$ cat src/rtl/svf_pkg.sv
package svf_pkg;
  localparam int SMP_W    = 16;              // sample width
  localparam int ACC_W    = 48;              // integrator / accumulator width
  localparam int OPD_W    = 18;              // multiplier operand width
  localparam int SHF_W    = 5;               // coarse shift field width
  localparam int FRAC     = 24;              // weight of one sample LSB in state
  localparam int OP_DROP  = FRAC - 1;        // bits dropped when forming an operand
  localparam int DMP_FRAC = 16;              // fraction bits of the damping coefficient
  localparam int PRE_LSH  = OP_DROP - DMP_FRAC;

  typedef logic signed [ACC_W-1:0]   acc_t;
  typedef logic signed [ACC_W+1:0]   wide_t;
  typedef logic signed [OPD_W-1:0]   opd_t;
  typedef logic signed [2*OPD_W-1:0] prod_t;
  typedef enum logic [1:0] {PH_DAMP, PH_BAND, PH_LOW} phase_e;

  function automatic wide_t widen(input acc_t v);
    return wide_t'(v);
  endfunction

  // clamp a wide sum into the state range
  function automatic acc_t sat_wide(input wide_t v);
    wide_t hi, lo;
    hi = '0; hi[ACC_W-2:0] = '1;
    lo = '1; lo[ACC_W-2:0] = '0;
    if (v > hi) return hi[ACC_W-1:0];
    if (v < lo) return lo[ACC_W-1:0];
    return v[ACC_W-1:0];
  endfunction

  // reduce a state value to a multiplier operand
  function automatic opd_t to_opd(input acc_t v);
    acc_t q, hi, lo;
    q  = v >>> OP_DROP;
    hi = '0; hi[OPD_W-2:0] = '1;
    lo = '1; lo[OPD_W-2:0] = '0;
    if (q > hi) return hi[OPD_W-1:0];
    if (q < lo) return lo[OPD_W-1:0];
    return q[OPD_W-1:0];
  endfunction

  // product scaled back into state units, then coarse right shift
  function automatic acc_t scale_term(input opd_t a, input opd_t c,
                                      input logic [SHF_W:0] rs);
    prod_t p;
    acc_t  w;
    p = a * c;
    w = acc_t'(p) <<< PRE_LSH;
    return w >>> rs;
  endfunction

  // round half up and saturate to the sample range
  function automatic logic signed [SMP_W-1:0] round_out(input acc_t v);
    wide_t r, hi, lo;
    r  = widen(v) + (wide_t'(1) <<< (FRAC - 1));
    r  = r >>> FRAC;
    hi = '0; hi[SMP_W-2:0] = '1;
    lo = '1; lo[SMP_W-2:0] = '0;
    if (r > hi) return hi[SMP_W-1:0];
    if (r < lo) return lo[SMP_W-1:0];
    return r[SMP_W-1:0];
  endfunction
endpackage

$ cat src/rtl/svf_coef_bank.sv
module svf_coef_bank
  import svf_pkg::*;
#(
  parameter int N_SEC = 4,
  localparam int SEC_W = $clog2(N_SEC)
) (
  input  logic             clk,
  input  logic             rst,
  input  logic             we,
  input  logic [SEC_W-1:0] wsec,
  input  opd_t             wfreq,
  input  opd_t             wdamp,
  input  logic [SHF_W-1:0] wshift,
  input  logic [SEC_W-1:0] rsec,
  output opd_t             freq,
  output opd_t             damp,
  output logic [SHF_W-1:0] shift
);
  opd_t             f_all [N_SEC];
  opd_t             d_all [N_SEC];
  logic [SHF_W-1:0] s_all [N_SEC];

  for (genvar k = 0; k < N_SEC; k++) begin : g_sec
    opd_t             f_r, d_r;
    logic [SHF_W-1:0] s_r;
    always_ff @(posedge clk) begin
      if (rst) begin
        f_r <= '0;
        d_r <= '0;
        s_r <= '0;
      end else if (we && wsec == SEC_W'(k)) begin
        f_r <= wfreq;
        d_r <= wdamp;
        s_r <= wshift;
      end
    end
    assign f_all[k] = f_r;
    assign d_all[k] = d_r;
    assign s_all[k] = s_r;
  end

  assign freq  = f_all[rsec];
  assign damp  = d_all[rsec];
  assign shift = s_all[rsec];
endmodule

$ cat src/rtl/svf_ctrl.sv
module svf_ctrl
  import svf_pkg::*;
#(
  parameter int N_SEC = 4,
  localparam int SEC_W = $clog2(N_SEC)
) (
  input  logic             clk,
  input  logic             rst,
  input  logic             in_valid,
  output logic             in_ready,
  output logic             accept,
  output logic             busy,
  output logic [SEC_W-1:0] sec,
  output phase_e           phase,
  output logic             last_step
);
  logic             busy_q;
  logic [SEC_W-1:0] sec_q;
  phase_e           ph_q;

  assign in_ready  = !busy_q;
  assign accept    = in_valid && !busy_q;
  assign last_step = busy_q && ph_q == PH_LOW && sec_q == SEC_W'(N_SEC - 1);
  assign busy      = busy_q;
  assign sec       = sec_q;
  assign phase     = ph_q;

  always_ff @(posedge clk) begin
    if (rst) begin
      busy_q <= 1'b0;
      sec_q  <= '0;
      ph_q   <= PH_DAMP;
    end else if (accept) begin
      busy_q <= 1'b1;
      sec_q  <= '0;
      ph_q   <= PH_DAMP;
    end else if (busy_q) begin
      case (ph_q)
        PH_DAMP: ph_q <= PH_BAND;
        PH_BAND: ph_q <= PH_LOW;
        default: begin
          ph_q <= PH_DAMP;
          if (last_step) busy_q <= 1'b0;
          else           sec_q  <= sec_q + 1'b1;
        end
      endcase
    end
  end
endmodule

$ cat src/rtl/svf_mul_shift.sv
module svf_mul_shift
  import svf_pkg::*;
(
  input  acc_t             src,
  input  opd_t             coef,
  input  logic [SHF_W:0]   rshift,
  output acc_t             term
);
  opd_t opd;
  assign opd  = to_opd(src);
  assign term = scale_term(opd, coef, rshift);
endmodule

$ cat src/rtl/svf_lp8.sv
module svf_lp8
  import svf_pkg::*;
#(
  parameter int N_SEC = 4,
  localparam int SEC_W = $clog2(N_SEC)
) (
  input  logic                    clk,
  input  logic                    rst,
  input  logic                    in_valid,
  input  logic signed [SMP_W-1:0] in_sample,
  output logic                    in_ready,
  output logic                    out_valid,
  output logic signed [SMP_W-1:0] out_sample,
  input  logic                    cfg_we,
  input  logic [SEC_W-1:0]        cfg_sec,
  input  logic signed [OPD_W-1:0] cfg_freq,
  input  logic signed [OPD_W-1:0] cfg_damp,
  input  logic [SHF_W-1:0]        cfg_shift
);
  logic             accept, busy, last_step;
  logic [SEC_W-1:0] sec;
  phase_e           phase;

  svf_ctrl #(.N_SEC(N_SEC)) u_ctrl (
    .clk(clk), .rst(rst), .in_valid(in_valid), .in_ready(in_ready),
    .accept(accept), .busy(busy), .sec(sec), .phase(phase),
    .last_step(last_step)
  );

  opd_t             c_freq, c_damp;
  logic [SHF_W-1:0] c_shift;

  svf_coef_bank #(.N_SEC(N_SEC)) u_coef (
    .clk(clk), .rst(rst), .we(cfg_we), .wsec(cfg_sec),
    .wfreq(cfg_freq), .wdamp(cfg_damp), .wshift(cfg_shift),
    .rsec(sec), .freq(c_freq), .damp(c_damp), .shift(c_shift)
  );

  // integrator states and step registers
  acc_t lp_q [N_SEC];
  acc_t bp_q [N_SEC];
  acc_t tmp_q, x_q;
  acc_t lp_cur, bp_cur;
  assign lp_cur = lp_q[sec];
  assign bp_cur = bp_q[sec];

  // operand selection for the shared multiplier
  acc_t           mul_src;
  opd_t           mul_coef;
  logic [SHF_W:0] mul_rs, f_rs;
  assign f_rs = {1'b0, c_shift} + 1'b1;

  always_comb begin
    case (phase)
      PH_DAMP: begin mul_src = bp_cur; mul_coef = c_damp; mul_rs = '0;   end
      PH_BAND: begin mul_src = tmp_q;  mul_coef = c_freq; mul_rs = f_rs; end
      default: begin mul_src = bp_cur; mul_coef = c_freq; mul_rs = f_rs; end
    endcase
  end

  acc_t term;
  svf_mul_shift u_mul (.src(mul_src), .coef(mul_coef), .rshift(mul_rs), .term(term));

  // accumulator: difference step and integration step
  acc_t diff_sat, integ_sat, integ_base;
  assign diff_sat   = sat_wide(widen(x_q) - widen(lp_cur) - widen(term));
  assign integ_base = (phase == PH_BAND) ? bp_cur : lp_cur;
  assign integ_sat  = sat_wide(widen(integ_base) + widen(term));

  logic upd_tmp, upd_bp, upd_lp;
  assign upd_tmp = busy && phase == PH_DAMP;
  assign upd_bp  = busy && phase == PH_BAND;
  assign upd_lp  = busy && phase == PH_LOW;

  always_ff @(posedge clk) begin
    if (rst) begin
      for (int k = 0; k < N_SEC; k++) begin
        lp_q[k] <= '0;
        bp_q[k] <= '0;
      end
    end else begin
      for (int k = 0; k < N_SEC; k++) begin
        if (upd_bp && sec == SEC_W'(k)) bp_q[k] <= integ_sat;
        if (upd_lp && sec == SEC_W'(k)) lp_q[k] <= integ_sat;
      end
    end
  end

  always_ff @(posedge clk) begin
    if (rst) begin
      tmp_q <= '0;
      x_q   <= '0;
    end else begin
      if (accept)  x_q   <= acc_t'(in_sample) <<< FRAC;
      if (upd_tmp) tmp_q <= diff_sat;
      if (upd_lp)  x_q   <= integ_sat;
    end
  end

  always_ff @(posedge clk) begin
    if (rst) begin
      out_valid  <= 1'b0;
      out_sample <= '0;
    end else begin
      out_valid <= last_step;
      if (last_step) out_sample <= round_out(integ_sat);
    end
  end
endmodule

$ cat config.mk
export PLATFORM = sky130hd
export DESIGN_NAME = svf_lp8
export DESIGN_NICKNAME = d
export VERILOG_FILES = /design/src/rtl/svf_pkg.sv /design/src/rtl/svf_coef_bank.sv /design/src/rtl/svf_ctrl.sv /design/src/rtl/svf_mul_shift.sv /design/src/rtl/svf_lp8.sv
export SDC_FILE = /design/constraint.sdc
export NUM_CORES = 2
export LEC_CHECK = 0
export ABC_AREA = 0
export BUFFER_PORTS_ARGS = -buffer_cell sky130_fd_sc_hd__buf_4
export CAP_MARGIN = 10
export CORE_AREA = 2 2 290 292
export DETAILED_ROUTE_END_ITERATION = 8
export DIE_AREA = 0 0 292 294
export HOLD_SLACK_MARGIN = 0.08
export PLACE_DENSITY = 0.82
export SYNTH_ARGS = -nofsm -noshare
export SYNTH_HDL_FRONTEND = slang
export SYNTH_HIERARCHICAL = 1
export SYNTH_SLANG_ARGS = --single-unit
export TNS_END_PERCENT = 20
$ cat constraint.sdc
create_clock -name clk -period 32.4 [get_ports clk]
set_clock_uncertainty 0.2 [all_clocks]
set_input_delay 6.48 -clock clk [delete_from_list [all_inputs] [get_ports clk]]
set_output_delay 6.48 -clock clk [all_outputs]
set_load 0.01 [all_outputs]
==> results.tsv <==
metric	value	unit
vias	41100	
cts_tree	built	
synth_area	0.0520	mm^2
hold_buffers	0	
r2r_start	u_ctrl/sec[0]$_SDFFE_PP0P_	
period_minus_slack	18410	ps
syn_inst	5398	
io_pins	81	
placed_area	0.0530	mm^2
worstSetupPathType	reg2reg	
post_cts_buffers	0	
syn_nets	6034	
min_path_cells	2	
clkSinkCount	643	
setup_viol	0	
drtIter0Drc	4762	
tns	0	ps
initial_utilization	62.7	%
crit_start	u_ctrl/sec[0]$_SDFFE_PP0P_	
cp_slowest_cell	o41ai_2	
clock_path_buffers	3	
total_power	0.00468	W
leakage	23.3	nW
grt_start_max_net_pins	100	
crit_top_cell	fa_1	
hp-class	reg2reg	
row_count	106	
grt_usage	34.6	%
die_area	0.0858	mm^2
rsz0062_at_grt	false	
h-tree-depth	3	
n_fill_cell	6256	
rr_worst_depth	49	
core	0.0829	mm^2
routed_via_density	6.43	
antenna_found_initial	2	
fmax	54.3	MHz
ys_warn_count	6	
die_y	294	um
avgSynthCellArea	9.63	um^2
fp.dieW	292	um
clock_latency	670	ps
final_antenna_net_count	0	
crit_fanout	41	
place.gp.congestion	1.05	
most-common-layout-cells	nor2_1 (702), inv_1 (510), nand2_1 (475), edfxtp_1 (384), fa_1 (378)	
first_global_vias	41300	
arrival	18750	ps
cts_buffers	71	
grt_pass1_wl	232000	um
route.detailed.wl_per_inst	23.2	um
routed_wirelength	148000	um
min_period_over_period	56.8	%
cts.repair.resized	0	
worstMarginPinSlew	1150	ps
power.density	84.3	mW/mm^2
min_from	tmp_q[47]$_SDFFE_PP0P_	
port_buffers	80	
drv_slew	0	
timing.critical_path.slowest_cell_delay	920	ps
vdd.ir_drop.worst	0.0000877	V
globalRouteOverflowTotal	0	
slew_headroom	22.3	%
cp_data_required_time	32740	ps
syn_to_final_growth	6.86	%
fin_area	0.0556	mm^2
seqCellArea	0.0167	mm^2
drtPass1Iterations	7	
worstSetupEndpointType	register	
drv_cap	0	
cts-root-buf	clkbuf_16	
mostFrequentLayoutCell	nor2_1	
drc	0	
holdWs	266	ps
hold_viol	0	
drive_gt1_share	10.1	%
start_kind	register	
multi_input_area	0.0319	mm^2
nNetsFinal	5886	
hpwl	106000	um
clk_pin_slew_worst_paths	60	ps
status	finished clean	
state kept, by name, summed over array words and instances, names as in the netlist:
signal            flops
u_ctrl/phase          2
bp_q                192
out_sample           16
lp_q                192
tmp_q                25
u_ctrl/sec            2
u_coef/g_sec.d_r     72
out_valid             1
u_ctrl/busy           1
u_coef/g_sec.s_r     20
u_coef/g_sec.f_r     72
x_q                  48
power by group:
| group | total (W) | internal [W] | switching (W) |
|---|---|---|---|
| Clock | 0.000870 | 0.000501 | 0.000369 |
| Sequential | 0.000924 | 0.000905 | 0.0000190 |
| Combinational | 0.00289 | 0.000943 | 0.00194 |
| Total | 0.00468 | 0.00235 | 0.00233 |
metrics by stage:
| stage | setup slack [ps] | std cells | utilization, % |
|---|---|---|---|
| after floorplan | 17710 | 5398 | - |
| after global placement | 15000 | 6256 | 64.0 |
| after detailed placement | 14570 | 6256 | 64.0 |
| after CTS | 14420 | 6388 | 67.0 |
| after global routing | 12920 | 6389 | 67.0 |
| final | 13990 | 6390 | 67.0 |
per-layer routing:
metal,GRT usage (%),vias up,part of all wire (%)
met2,55.9,2243,47
met5,0,-,0
met1,46.4,20200,39
met4,15.0,0,4.7
met3,5.77,422,9.4
li1,-,18200,-
worst max-delay path: cells and delay by family, from the launching register on:
kind / cells / cell delay [ps]
buf+inv: 8 / 1940
fa+ha+maj: 9 / 4310
xor+xnor: 2 / 350
flops: 1 / 910
compound gates: 14 / 5710
simple gates: 14 / 3980
mux: 2 / 870
final cells by class:
class                           instances  area share, %
Timing Repair Buffer                  141           1.92
Antenna cell                            1        0.00450
Sequential cell                       643           30.1
Clock buffer                           86           3.41
Tap cell                             1080           2.43
Clock inverter                         46           1.15
Multi-Input combinational cell       3878           57.5
Inverter                              515           3.48
path summary, 6_finish.rpt:
check | end | slack (ps)
hold reg to reg | tmp_q[47]$_SDFFE_PP0P_ | 270
setup / recovery | out_sample[8]$_SDFFE_PP0P_ | 13990
setup reg to reg | out_sample[8]$_SDFFE_PP0P_ | 13990
hold / removal | tmp_q[47]$_SDFFE_PP0P_ | 270
No activity file was read; power rests on OpenSTA's default activity.
